<file path="config.mk">
export PLATFORM = sky130hd
export DESIGN_NAME = tcm_config_mem
export DESIGN_NICKNAME = d
export VERILOG_FILES = /design/src/rtl/tcm_pkg.sv /design/src/rtl/tcm_decoder.sv /design/src/rtl/tcm_copy.sv /design/src/rtl/tcm_voter.sv /design/src/rtl/tcm_config_mem.sv
export SDC_FILE = /design/constraint.sdc
export NUM_CORES = 1
export LEC_CHECK = 0
export BUFFER_PORTS_ARGS = -buffer_cell sky130_fd_sc_hd__clkbuf_2
export CELL_PAD_IN_SITES_DETAIL_PLACEMENT = 1
export CELL_PAD_IN_SITES_GLOBAL_PLACEMENT = 2
export CORE_MARGIN = 5
export CORE_UTILIZATION = 40
export CTS_CLUSTER_DIAMETER = 80
export DETAILED_ROUTE_END_ITERATION = 7
export PLACE_DENSITY_LB_ADDON = 0.25
export SLEW_MARGIN = 20
export SYNTH_ARGS = -nofsm -noshare
export SYNTH_HDL_FRONTEND = slang
export SYNTH_HIERARCHICAL = 1
export SYNTH_SLANG_ARGS = --single-unit
</file>
<file path="constraint.sdc">
create_clock -name clk_i -period 11.85 [get_ports clk_i]
set_input_delay 2.37 -clock clk_i [delete_from_list [all_inputs] [get_ports clk_i]]
set_output_delay 2.37 -clock clk_i [all_outputs]
set_load 0.02 [all_outputs]
</file>
<file path="src/rtl/tcm_pkg.sv">
package tcm_pkg;

    // Number of redundant copies of every stored bit.
    localparam int unsigned COPIES     = 3;
    // Widest word the array is built for.
    localparam int unsigned MAX_DATA_W = 16;

    // What the read path returns.
    typedef enum logic {
        OUT_MAJORITY = 1'b0,  // bitwise two-of-three vote
        OUT_COPY0    = 1'b1   // first copy only, no voter
    } out_sel_e;

    // Two-of-three vote on a single bit.
    function automatic logic vote_bit(input logic a, input logic b, input logic c);
        return (a & b) | (a & c) | (b & c);
    endfunction

endpackage

</file>
<file path="src/rtl/tcm_decoder.sv">
module tcm_decoder #(
    parameter int unsigned ADDR_W = 5,
    localparam int unsigned WORDS = 1 << ADDR_W
) (
    input  logic              clk_i,
    input  logic              rst_i,
    input  logic [ADDR_W-1:0] addr_i,
    input  logic              we_i,
    output logic [WORDS-1:0]  load_line_o,
    output logic [WORDS-1:0]  read_line_o
);

    logic [WORDS-1:0] line;

    // One select line per word.
    always_comb begin
        line = '0;
        line[addr_i] = 1'b1;
    end

    // Per-line strobes: load when writing, read gate otherwise.
    assign load_line_o = line & {WORDS{we_i}};
    assign read_line_o = line & {WORDS{~we_i}};


    dec_onehot_chk: assert property (@(posedge clk_i) disable iff (rst_i)
        $onehot(load_line_o | read_line_o));


    dec_noload_chk: assert property (@(posedge clk_i) disable iff (rst_i)
        !we_i |-> (load_line_o == '0));

endmodule

</file>
<file path="src/rtl/tcm_copy.sv">
module tcm_copy #(
    parameter int unsigned WORDS  = 32,
    parameter int unsigned DATA_W = 16,
    localparam int unsigned BITS  = WORDS * DATA_W
) (
    input  logic              clk_i,
    input  logic              rst_i,
    input  logic [WORDS-1:0]  load_i,
    input  logic [DATA_W-1:0] data_i,
    output logic [BITS-1:0]   bits_o
);

    // One redundant plane; deliberately without reset or clear.
    logic [BITS-1:0] bits_q;

    always_ff @(posedge clk_i) begin
        for (int w = 0; w < WORDS; w++) begin
            if (load_i[w]) begin
                bits_q[w*DATA_W +: DATA_W] <= data_i;
            end
        end
    end

    assign bits_o = bits_q;

    for (genvar w = 0; w < WORDS; w++) begin : g_chk

        cp_load_chk: assert property (@(posedge clk_i) disable iff (rst_i)
            load_i[w] |=> (bits_q[w*DATA_W +: DATA_W] == $past(data_i)));
    end

endmodule

</file>
<file path="src/rtl/tcm_voter.sv">
module tcm_voter
    import tcm_pkg::*;
#(
    parameter int unsigned DATA_W  = 16,
    parameter out_sel_e    OUT_SEL = OUT_MAJORITY
) (
    input  logic [DATA_W-1:0] copy0_i,
    input  logic [DATA_W-1:0] copy1_i,
    input  logic [DATA_W-1:0] copy2_i,
    output logic [DATA_W-1:0] data_o,
    output logic              mismatch_o
);

    if (OUT_SEL == OUT_MAJORITY) begin : g_vote
        for (genvar b = 0; b < DATA_W; b++) begin : g_bit
            assign data_o[b] = vote_bit(copy0_i[b], copy1_i[b], copy2_i[b]);
        end
    end else begin : g_first
        assign data_o = copy0_i;
    end

    assign mismatch_o = |((copy0_i ^ copy1_i) | (copy0_i ^ copy2_i));

endmodule

</file>
<file path="src/rtl/tcm_config_mem.sv">
module tcm_config_mem
    import tcm_pkg::*;
#(
    parameter int unsigned ADDR_W  = 5,
    parameter int unsigned DATA_W  = 16,
    parameter out_sel_e    OUT_SEL = OUT_MAJORITY,
    localparam int unsigned WORDS  = 1 << ADDR_W,
    localparam int unsigned BITS   = WORDS * DATA_W
) (
    input  logic              clk_i,
    input  logic              rst_i,
    input  logic [ADDR_W-1:0] addr_i,
    input  logic              we_i,
    input  logic [DATA_W-1:0] wdata_i,
    output logic [DATA_W-1:0] rdata_o,
    output logic              mismatch_o
);

    logic [WORDS-1:0]  load_line;
    logic [WORDS-1:0]  read_line;
    logic [BITS-1:0]   plane   [COPIES];
    logic [DATA_W-1:0] rd_word [COPIES];

    tcm_decoder #(.ADDR_W(ADDR_W)) u_dec (
        .clk_i       (clk_i),
        .rst_i       (rst_i),
        .addr_i      (addr_i),
        .we_i        (we_i),
        .load_line_o (load_line),
        .read_line_o (read_line)
    );

    for (genvar c = 0; c < COPIES; c++) begin : g_copy
        tcm_copy #(.WORDS(WORDS), .DATA_W(DATA_W)) u_copy (
            .clk_i  (clk_i),
            .rst_i  (rst_i),
            .load_i (load_line),
            .data_i (wdata_i),
            .bits_o (plane[c])
        );
    end

    // AND-OR read path gated by the per-line read strobes.
    always_comb begin
        for (int c = 0; c < COPIES; c++) begin
            rd_word[c] = '0;
            for (int w = 0; w < WORDS; w++) begin
                rd_word[c] |= {DATA_W{read_line[w]}} & plane[c][w*DATA_W +: DATA_W];
            end
        end
    end

    tcm_voter #(.DATA_W(DATA_W), .OUT_SEL(OUT_SEL)) u_vote (
        .copy0_i    (rd_word[0]),
        .copy1_i    (rd_word[1]),
        .copy2_i    (rd_word[2]),
        .data_o     (rdata_o),
        .mismatch_o (mismatch_o)
    );


    wr_quiet_chk: assert property (@(posedge clk_i) disable iff (rst_i)
        we_i |-> (rdata_o == '0) && !mismatch_o);


    agree_chk: assert property (@(posedge clk_i) disable iff (rst_i)
        (!we_i && !mismatch_o) |-> (rdata_o == rd_word[1]));

endmodule

</file>
==> impl_metrics.tcl <==
set metrics [dict create \
    cp-start-kind "primary input" \
    worstSetupEndpointType "output pin" \
    syn_inst 2858 \
    slew_viol_final 0 \
    fmax_mhz 101 \
    ant_nets 0 \
    cts_resized 0 \
    antenna_found_initial 6 \
    worstSetupPathType "primary input to output pin" \
    peakVddDrop_mv 0.133 \
    critPathMaxStageDelay_ps 960 \
    worst_pin_slew_ps 1200 \
    cap_violations 0 \
    cts_hold_buf 0 \
    crit_fanout 25 \
    hold_class "primary input to flip-flop" \
    via_count 30570 \
    yosysSeqAreaShare_pct 83.0 \
    synth_area_per_cell_um2 19.4 \
    ys_async_sr_fraction_pct 0 \
    via_per_inst 6.23 \
    synthFlopType "edfxtp_1" \
    ff_latch_area_um2 46100 \
    nFillCells 12666 \
    grt_max_degree 97 \
    first_iter_violations 3311 \
    cp.arrival_ps 7490 \
    port_buffers 39 \
    start_util_pct 40.3 \
    drive_above_1_share_pct 14.5 \
    yosysWarnings 6 \
    rows 136 \
    largest_register_ffs 1536 \
    clock-root-buffer "clkbuf_16" \
    cts_max_path_buffers 3 \
    synthesis.nets 2914 \
    final.setup.tns_ps 0 \
    layout.nets 3043 \
    powerDensity_nw_per_um2 176 \
    gp_congestion 0.781 \
    critPathSlowestCell "nor2_4" \
    fin_crit_sh_pct 83.2 \
    dr.pass1.iters 6 \
    synth.area.top_cells "edfxtp_1, a22oi_1, nand4_1" \
    die_x_um 383 \
    rsz0062_at_grt "false" \
    fin_crit_ps 9860 \
    p_leak_nw 19.4 \
    ios 41 \
    yosysMostFrequentCell "edfxtp_1" \
    synth_top_area_share_pct 83.0 \
    wl_per_cell_um 34.2 \
    routed_wl_mm 168 \
    synth-seq-cells 1536 \
    synth_common_cells "edfxtp_1, a22oi_1, nand4_1" \
    post-dp-hpwl_mm 88.3 \
    grt_first_pass_wirelength_mm 236 \
    syn_area_um2 55600 \
    grt-ovfl-total 0 \
    clkSlewWorstSetupHoldPaths_ps 60 \
    clock_sinks 1536 \
    synth_edf_count 1536 \
    max_slew_margin_pct 20.0 \
    status "completed" \
    worstPathCellList "clkbuf_2, or4_1, nor2_4, buf_4, a22oi_1, nand4_1, or4_1, ha_1, nor4_1, nand4_1, or2_1, clkbuf_2" \
    numCtsBuffers 159 \
    worstPathRequired_ps 9480 \
    htreeDepth 4 \
    postCtsSetupBuffers 0 \
    die_y_um 383 \
    post-synth-top-area-cell "edfxtp_1" \
    drc 0 \
    area_delta_synth_final_pct 14.1 \
    synth_cell_types 23 \
    worst-path-buf-inv 3 \
    cts_tree "built" \
    grt_usage_pct 22.5 \
    whs_ps 2300 \
    multiInputGateArea_um2 8950 \
    fp.coreArea_um2 138000 \
    finalSetupViolations 0 \
    critPathTopFamily "simple AND/OR/NAND/NOR gates" \
    grt_pass1_vias 31764 \
    dieArea_um2 146000 \
    hold_violations 0 \
    p_total_mw 11.2 \
]
## per-stage QoR
stage / util (%) / cells / setup slack, ps / cell area (µm²)
6_report: 46.0 / 4910 / 1990 / 63400
5_1_grt: 46.0 / 4907 / 1960 / 63400
4_1_cts: 45.9 / 4901 / 2020 / 63300
3_5_place_dp: 42.3 / 4614 / 2030 / 58300
3_3_place_gp: 42.2 / 4609 / 2030 / 58200
2_1_floorplan: - / 2858 / 4410 / 55600
## cell usage in the layout, fill, tap and decap left out, types with 2 or more instances in the layout
cell,synthesis,routed
edfxtp_1,1536,1536
bufinv_16,0,9
diode_2,0,3
buf_4,9,88
clkbuf_1,72,30
nand2b_2,0,2
ha_1,32,32
clkbuf_16,0,162
inv_6,0,4
buf_12,0,5
nand4bb_1,6,6
buf_16,0,7
a211o_1,16,16
or4_1,49,49
a22oi_1,749,749
clkinv_8,0,7
nand4_1,195,195
clkinvlp_4,0,7
clkbuf_2,0,39
nor4_1,7,7
or4b_1,3,3
nor2_4,0,64
clkinv_2,0,32
clkinv_1,0,34
nand4b_1,4,4
a22oi_2,19,19
## layer usage
layer / share of wire (%) / GRT usage (%)
met1: 42 / 30.9
met2: 48 / 37.1
met3: 6.5 / 3.65
met5: 0.023 / 0
met4: 2.9 / 7.41
## layout make-up
cell class              instances  area share (%)
repair buffers                139            1.81
well taps                    1794            3.54
multi-input cells            1151            14.1
diodes                          3          0.0118
clock inverters                95            1.24
flip-flops and latches       1536            72.7
clock buffers                 192            6.57
## final timing paths
path / startpoint / to / slack, ps / cells past startpoint
worst max-delay path: addr_i[2] / mismatch_o / 1990 / 12
worst min-delay path: wdata_i[10] / g_copy[0].u_copy/bits_o[186] / 2300 / 2
## kinds of logic after synthesis
family	count (synthesis)	share of synthesized area [%]
adder cells (fa/ha/maj)	32	0.720
AO/OA/AOI/OAI	784	10.8
AND/OR/NAND/NOR	335	3.71
buffers and inverters	171	1.78
flip-flops	1536	83.0
## report_power, final
group | leakage (nW) | internal (mW) | total (mW) | switching [mW]
Sequential | 13.8 | 6.05 | 6.07 | 0.0172
Combinational | 3.14 | 0.0735 | 0.328 | 0.254
Clock | 2.42 | 2.71 | 4.76 | 2.05
Total | 19.4 | 8.83 | 11.2 | 2.32
(Power assumes the default switching activity.)
